--- config.mk ---
export PLATFORM = sky130hd
export DESIGN_NAME = sfr_data_memory
export DESIGN_NICKNAME = d
export VERILOG_FILES = /design/src/rtl/dmem_pkg.sv /design/src/rtl/dmem_decode.sv /design/src/rtl/dmem_sfr.sv /design/src/rtl/dmem_gpr.sv /design/src/rtl/sfr_data_memory.sv
export SDC_FILE = /design/constraint.sdc
export NUM_CORES = 2
export LEC_CHECK = 0
export ABC_AREA = 0
export BUFFER_PORTS_ARGS = -buffer_cell sky130_fd_sc_hd__buf_4
export CORE_ASPECT_RATIO = 0.7
export CORE_MARGIN = 2
export CORE_UTILIZATION = 35
export DETAILED_ROUTE_END_ITERATION = 16
export SLEW_MARGIN = 20
export SYNTH_ARGS = -nofsm -noshare
export SYNTH_HDL_FRONTEND = slang
export SYNTH_SLANG_ARGS = --single-unit
export TNS_END_PERCENT = 20
--- constraint.sdc ---
create_clock -name clk -period 8 [get_ports clk]
set_input_delay 0.4 -clock clk [delete_from_list [all_inputs] [get_ports clk]]
set_output_delay 0.4 -clock clk [all_outputs]
set_load 0.03 [all_outputs]
--- src/rtl/dmem_pkg.sv ---
package dmem_pkg;

    // Classification of one access after pointer redirection.
    typedef enum logic [2:0] {
        RG_VIRTUAL,
        RG_SFR,
        RG_RESERVED,
        RG_GPR,
        RG_BLOCKED
    } region_e;

endpackage

--- src/rtl/dmem_decode.sv ---
module dmem_decode
    import dmem_pkg::*;
#(
    parameter int ADDR_W    = 8,
    parameter int SFR_SLOTS = 32,
    parameter int GPR_BASE  = 96,
    parameter int VPORT0    = 0,
    parameter int VPORT1    = 2,
    parameter logic [SFR_SLOTS-1:0] SFR_MAP = 32'hC3FF_FFFA
) (
    input  logic [ADDR_W-1:0] addr,
    input  logic [ADDR_W-1:0] ptr0,
    input  logic [ADDR_W-1:0] ptr1,
    output logic [ADDR_W-1:0] eff_addr,
    output region_e           region
);
    localparam int IDX_W = $clog2(SFR_SLOTS);
    localparam logic [ADDR_W-1:0] V0_A   = ADDR_W'(VPORT0);
    localparam logic [ADDR_W-1:0] V1_A   = ADDR_W'(VPORT1);
    localparam logic [ADDR_W-1:0] SFR_END = ADDR_W'(SFR_SLOTS);
    localparam logic [ADDR_W-1:0] GPR_A  = ADDR_W'(GPR_BASE);

    function automatic region_e classify(input logic [ADDR_W-1:0] a);
        if (a == V0_A || a == V1_A)
            return RG_VIRTUAL;
        if (a < SFR_END)
            return SFR_MAP[a[IDX_W-1:0]] ? RG_SFR : RG_RESERVED;
        if (a < GPR_A)
            return RG_RESERVED;
        return RG_GPR;
    endfunction

    region_e first_rg;
    region_e second_rg;
    logic [ADDR_W-1:0] redirect;

    always_comb begin
        first_rg  = classify(addr);
        redirect  = (addr == V0_A) ? ptr0 : ptr1;
        second_rg = classify(redirect);
        if (first_rg == RG_VIRTUAL) begin
            eff_addr = redirect;
            region   = (second_rg == RG_VIRTUAL) ? RG_BLOCKED : second_rg;
        end else begin
            eff_addr = addr;
            region   = first_rg;
        end
    end

endmodule

--- src/rtl/dmem_sfr.sv ---
module dmem_sfr #(
    parameter int DATA_W    = 8,
    parameter int SFR_SLOTS = 32,
    parameter logic [SFR_SLOTS-1:0] SFR_MAP = 32'hC3FF_FFFA,
    parameter int PTR0_ADDR = 1,
    parameter int PTR1_ADDR = 3
) (
    input  logic                          clk,
    input  logic                          rst_n,
    input  logic                          we,
    input  logic [$clog2(SFR_SLOTS)-1:0]  wr_idx,
    input  logic [DATA_W-1:0]             wr_data,
    input  logic [$clog2(SFR_SLOTS)-1:0]  rd_idx,
    output logic [DATA_W-1:0]             rd_data,
    output logic [DATA_W-1:0]             ptr0,
    output logic [DATA_W-1:0]             ptr1
);
    localparam int IDX_W = $clog2(SFR_SLOTS);

    logic [DATA_W-1:0] slot_q [SFR_SLOTS];

    for (genvar i = 0; i < SFR_SLOTS; i++) begin : g_slot
        if (SFR_MAP[i]) begin : g_store
            logic [DATA_W-1:0] q;
            always_ff @(posedge clk or negedge rst_n) begin
                if (!rst_n)
                    q <= '0;
                else if (we && wr_idx == IDX_W'(i))
                    q <= wr_data;
            end
            assign slot_q[i] = q;
        end else begin : g_hole
            assign slot_q[i] = '0;
        end
    end

    assign rd_data = slot_q[rd_idx];
    assign ptr0    = slot_q[PTR0_ADDR];
    assign ptr1    = slot_q[PTR1_ADDR];

    // a pointer write is visible on the pointer output after the edge
    p_ptr0_load_r8: assert property (@(posedge clk) disable iff (!rst_n)
        (we && wr_idx == IDX_W'(PTR0_ADDR)) |=> ptr0 == $past(wr_data));
    p_ptr1_load_r8: assert property (@(posedge clk) disable iff (!rst_n)
        (we && wr_idx == IDX_W'(PTR1_ADDR)) |=> ptr1 == $past(wr_data));

endmodule

--- src/rtl/dmem_gpr.sv ---
module dmem_gpr #(
    parameter int DATA_W = 8,
    parameter int DEPTH  = 160
) (
    input  logic                     clk,
    input  logic                     rst_n,
    input  logic                     we,
    input  logic [$clog2(DEPTH)-1:0] wr_idx,
    input  logic [DATA_W-1:0]        wr_data,
    input  logic [$clog2(DEPTH)-1:0] rd_idx,
    output logic [DATA_W-1:0]        rd_data
);
    logic [DATA_W-1:0] mem [DEPTH];

    always_ff @(posedge clk) begin
        if (we)
            mem[wr_idx] <= wr_data;
    end

    assign rd_data = mem[rd_idx];

    // a stored byte is what the array holds after the edge
    p_gpr_store_r2: assert property (@(posedge clk) disable iff (!rst_n)
        we |=> mem[$past(wr_idx)] == $past(wr_data));

endmodule

--- src/rtl/sfr_data_memory.sv ---
module sfr_data_memory
    import dmem_pkg::*;
#(
    parameter int ADDR_W    = 8,
    parameter int DATA_W    = 8,
    parameter int SFR_SLOTS = 32,
    parameter int GPR_BASE  = 96,
    parameter int VPORT0    = 0,
    parameter int VPORT1    = 2,
    parameter int PTR0_ADDR = 1,
    parameter int PTR1_ADDR = 3,
    parameter logic [SFR_SLOTS-1:0] SFR_MAP = 32'hC3FF_FFFA
) (
    input  logic              clk,
    input  logic              rst_n,
    input  logic [7:0]        rd_addr,
    output logic [7:0]        rd_data,
    input  logic              wr_en,
    input  logic [7:0]        wr_addr,
    input  logic [7:0]        wr_data,
    output logic [7:0]        ptr0_q,
    output logic [7:0]        ptr1_q
);
    localparam int SFR_IDX_W = $clog2(SFR_SLOTS);
    localparam int GPR_DEPTH = (1 << ADDR_W) - GPR_BASE;
    localparam int GPR_IDX_W = $clog2(GPR_DEPTH);
    localparam logic [ADDR_W-1:0] GPR_A = ADDR_W'(GPR_BASE);

    logic [ADDR_W-1:0] rd_eff, wr_eff;
    region_e           rd_region, wr_region;
    logic [DATA_W-1:0] sfr_rd, gpr_rd;
    logic              sfr_we, gpr_we;
    logic [ADDR_W-1:0] gpr_rd_off, gpr_wr_off;

    dmem_decode #(
        .ADDR_W(ADDR_W), .SFR_SLOTS(SFR_SLOTS), .GPR_BASE(GPR_BASE),
        .VPORT0(VPORT0), .VPORT1(VPORT1), .SFR_MAP(SFR_MAP)
    ) u_rd_dec (
        .addr(rd_addr), .ptr0(ptr0_q), .ptr1(ptr1_q),
        .eff_addr(rd_eff), .region(rd_region)
    );

    dmem_decode #(
        .ADDR_W(ADDR_W), .SFR_SLOTS(SFR_SLOTS), .GPR_BASE(GPR_BASE),
        .VPORT0(VPORT0), .VPORT1(VPORT1), .SFR_MAP(SFR_MAP)
    ) u_wr_dec (
        .addr(wr_addr), .ptr0(ptr0_q), .ptr1(ptr1_q),
        .eff_addr(wr_eff), .region(wr_region)
    );

    assign sfr_we     = wr_en && (wr_region == RG_SFR);
    assign gpr_we     = wr_en && (wr_region == RG_GPR);
    assign gpr_rd_off = rd_eff - GPR_A;
    assign gpr_wr_off = wr_eff - GPR_A;

    dmem_sfr #(
        .DATA_W(DATA_W), .SFR_SLOTS(SFR_SLOTS), .SFR_MAP(SFR_MAP),
        .PTR0_ADDR(PTR0_ADDR), .PTR1_ADDR(PTR1_ADDR)
    ) u_sfr (
        .clk(clk), .rst_n(rst_n), .we(sfr_we),
        .wr_idx(wr_eff[SFR_IDX_W-1:0]), .wr_data(wr_data),
        .rd_idx(rd_eff[SFR_IDX_W-1:0]), .rd_data(sfr_rd),
        .ptr0(ptr0_q), .ptr1(ptr1_q)
    );

    dmem_gpr #(
        .DATA_W(DATA_W), .DEPTH(GPR_DEPTH)
    ) u_gpr (
        .clk(clk), .rst_n(rst_n), .we(gpr_we),
        .wr_idx(gpr_wr_off[GPR_IDX_W-1:0]), .wr_data(wr_data),
        .rd_idx(gpr_rd_off[GPR_IDX_W-1:0]), .rd_data(gpr_rd)
    );

    always_comb begin
        unique case (rd_region)
            RG_SFR:      rd_data = sfr_rd;
            RG_GPR:      rd_data = gpr_rd;
            RG_RESERVED: rd_data = '0;
            RG_BLOCKED:  rd_data = '0;
            RG_VIRTUAL:  rd_data = '0;
            default:     rd_data = '0;
        endcase
    end

    // reserved space reads as zero
    p_reserved_zero_r3: assert property (@(posedge clk) disable iff (!rst_n)
        (rd_region == RG_RESERVED) |-> rd_data == '0);
    // a doubly redirected read returns zero
    p_blocked_zero_r6: assert property (@(posedge clk) disable iff (!rst_n)
        (rd_region == RG_BLOCKED) |-> rd_data == '0);
    // a blocked write leaves both pointers untouched
    p_blocked_hold_r7: assert property (@(posedge clk) disable iff (!rst_n)
        (wr_en && wr_region == RG_BLOCKED) |=> ($stable(ptr0_q) && $stable(ptr1_q)));

endmodule

==> flow_summary.json <==
{
  "status": "completed",
  "clock_skew_ns": 0.03324,
  "cts_tree": "done",
  "critPathLaunchType": "flip-flop",
  "cp_top_family": "compound AO/OA/AOI/OAI gates",
  "min_to": "u_gpr.mem[29][2]",
  "final_common_cell": "edfxtp_1",
  "syn_avg_cell_area_um2": 16.99,
  "grt_max_degree": 154,
  "seq_area_um2": 43640,
  "syn_to_final_growth_pct": 12.65,
  "setup_viol": 0,
  "nets": 3675,
  "hold_path_class": "in -> reg",
  "cts.repair.resized": 0,
  "die_w_um": 502.7,
  "fin_crit_sh_pct": 85.13,
  "synth_cell_types": 79,
  "core_um2": 173400,
  "critPathKind": "reg -> out",
  "clock_latency_ns": 0.81,
  "final_cell_area_um2": 68630,
  "total_power_w": 0.01633,
  "max-slew-margin-rel_pct": 17.69,
  "r2r-start": "u_sfr.ptr0[5]",
  "synth_top_cell_by_area": "edfxtp_1",
  "cp.arrival_ns": 6.41,
  "ir_drop_mv": 0.2299,
  "yosysSeqAreaShare_pct": 71.63,
  "maxCapViolCount": 0,
  "synth_top_area_share_pct": 63.09,
  "holdPathStages": 1,
  "hold_viol": 0,
  "rrSetupSlack_ns": 3.80,
  "drive_above_1_share_pct": 22.78,
  "dp.cells": 5838,
  "grt_overflow_total": 0,
  "final.min_clock_period_ns": 6.810,
  "routed_wl_mm": 188.2,
  "die_y_um": 353.1,
  "synth-seq-cells": 1488,
  "drc": 0,
  "synth_area_leaders": "edfxtp_1 (63%), mux4_2 (8.9%), dfrtp_1 (8.5%)",
  "ctsHtreeMaxLevel": 4,
  "path_buf_inv": 2,
  "required_ns": 7.60,
  "antenna_left": 0,
  "final_cells": 6100,
  "avgRoutedWirePerCell_um": 30.85,
  "syn_nets": 3614,
  "die-area_um2": 177500,
  "crit_chain": "mux2_2 -> a31oi_2 -> clkinv_1 -> ha_1 -> nand4b_1 -> nand3_1 -> nand2b_1 -> a2111oi_0 -> nand4bb_1 -> a31oi_1 -> buf_4",
  "synth.cell_area_um2": 60920,
  "gp_congestion": 0.9168,
  "start_util_pct": 35.13,
  "worst_path_largest_cell_delay_ns": 0.94,
  "synthCells": 3585,
  "tns_ns": 0,
  "grt_pass1_wl_mm": 265.1,
  "holdCritStartpoint": "wr_data[2]",
  "clkSlewWorstSetupHoldPaths_ns": 0.06,
  "slowest_stage": "a2111oi_0",
  "grt_usage_pct": 20.91,
  "ff2ff_path_depth": 7,
  "clk_path_buf_depth": 3,
  "p_leak_nw": 22.96,
  "antenna_found_initial": 11,
  "synth_flop_cell": "edfxtp_1",
  "multi_input_area_um2": 16240,
  "std_cell_rows": 128,
  "cts_root_buf": "clkbuf_16",
  "numCtsBuffers": 143,
  "powerDensity_nw_per_um2": 238.0,
  "timing.rr.end": "u_gpr.mem[53][5]",
  "drv_slew": 0,
  "final_cell_mix": "edfxtp_1 (1280), nand2_1 (314), mux4_2 (242)",
  "max_freq_mhz": 146.8,
  "synth-async-reset-ratio_pct": 13.98,
  "yosys_warnings": 0,
  "clock_sinks": 1488,
  "synth_edf_count": 1280,
  "rsz0062_at_grt": "false",
  "drt_iter0_drc": 6427,
  "hpwl_mm": 115.8,
  "first_pass_iters": 8,
  "placed_area_um2": 64020,
  "grt_pass1_vias": 33540,
  "n_fill_cell": 15610,
  "dr_total_vias": 35750,
  "via_per_inst": 5.861,
  "io_pins": 51,
  "io_buffers": 50,
  "critPathCaptureType": "output port",
  "crit_path_max_fanout": 10,
  "tightest_slew_ns": 1.233
}
## per-stage QoR
stage | util (%) | setup slack (ns) | hold slack (ns)
5_1_grt | 39.57 | 1.171 | 0.1128
3_3_place_gp | 36.88 | 1.818 | 0.3931
2_1_floorplan | - | 3.626 | 0.1044
3_5_place_dp | 36.91 | 1.760 | 0.3958
6_report | 39.57 | 1.190 | 0.09894
4_1_cts | 39.54 | 1.347 | 0.1139
## where the power goes
| part | switching (W) | leakage (nW) | internal [W] |
|---|---|---|---|
| logic | 0.000771 | 6.37 | 0.000329 |
| clock network | 0.00300 | 2.22 | 0.00371 |
| registers | 0.0000361 | 14.4 | 0.00849 |
## per-layer routing
layer,vias to the layer above,part of all wire (%),track usage (%)
li1,14410,-,-
met1,18710,43,31.95
met2,2335,42,28.44
met3,292,13,6.251
met4,12,2.7,6.090
met5,-,0.037,0
## synthesized netlist by cell type, types with 6 or more instances
cell       instances
edfxtp_1        1280
nand2_1          318
mux4_2           242
mux2_2           231
nor2_1           216
dfrtp_1          208
nand3_1          136
mux2i_1          127
clkbuf_1         103
a21oi_1           79
buf_2             72
a22oi_1           44
o21ai_0           44
a211oi_1          39
a31oi_1           34
and3_1            31
o22ai_1           31
nor3_1            28
buf_4             27
nand4_1           24
a311oi_1          23
a221oi_1          18
o211ai_1          17
nor2b_1           15
o31ai_1           15
a32oi_1           13
buf_6             13
inv_1             13
a22o_1            10
o2111ai_1         10
buf_1              9
nor4_1             9
and2_1             7
a211o_1            6
a31o_2             6
or3_1              6
## how the worst max path moves through the flow
| stage | slack, ns | from | end | cells after the start |
|---|---|---|---|---|
| 2_1_floorplan | 3.63 | rd_addr[4] | rd_data[2] | 16 |
| 3_3_place_gp | 1.82 | rd_addr[0] | rd_data[7] | 11 |
| 3_5_place_dp | 1.76 | rd_addr[0] | rd_data[7] | 11 |
| 4_1_cts | 1.35 | u_sfr.ptr0[1] | rd_data[3] | 11 |
| 5_1_grt | 1.17 | u_sfr.ptr0[1] | rd_data[6] | 10 |
| 6_report | 1.19 | u_sfr.ptr0[5] | rd_data[1] | 11 |
## area by class of cell
| class | instances | share of cell area, % |
|---|---|---|
| tap | 2340 | 4.266 |
| sequential | 1488 | 63.59 |
| clock buffer | 184 | 5.602 |
| timing repair buffer | 141 | 1.781 |
| clock inverter | 73 | 1.021 |
| antenna | 2 | 0.007292 |
| inverter | 14 | 0.07657 |
| multi-input combinational | 1858 | 23.66 |
## repair_timing
action	CTS	global route
setup endpoints to repair	0	0
setup buffers	0	0
hold buffers	2	0
hold endpoints to repair	91	0
## flip-flops by register name, summed over array words and instances, names as in the netlist
register and cells:
u_sfr.ptr1 8, u_sfr.g_slot.g_store.q 192, u_gpr.mem 1280, u_sfr.ptr0 8
## logic make-up (layout without fill, tap and decap cells)
family                     after synthesis  count (layout)  share of synthesized area, %
and+or+nand+nor                        818             818                         5.995
AOI/OAI and AO/OA                      433             433                         4.991
xor gates and xnor gates                 5               5                       0.07189
adders and majority gates                2               2                       0.04107
muxes                                  600             600                         15.30
DFF                                   1488            1488                         71.63
buffers and inverters                  239             412                         1.965
other                                    0               2                             0
## worst reg2reg max path, stage by stage (launching register included)
cell and delay [ns]:
dfrtp_1 0.58, mux2i_1 0.14, o21bai_1 0.44, ha_1 0.26, xnor2_1 0.23, and2_1 0.27
nand3b_1 0.71, nor2_1 1.18
(Power assumes the default switching activity.)
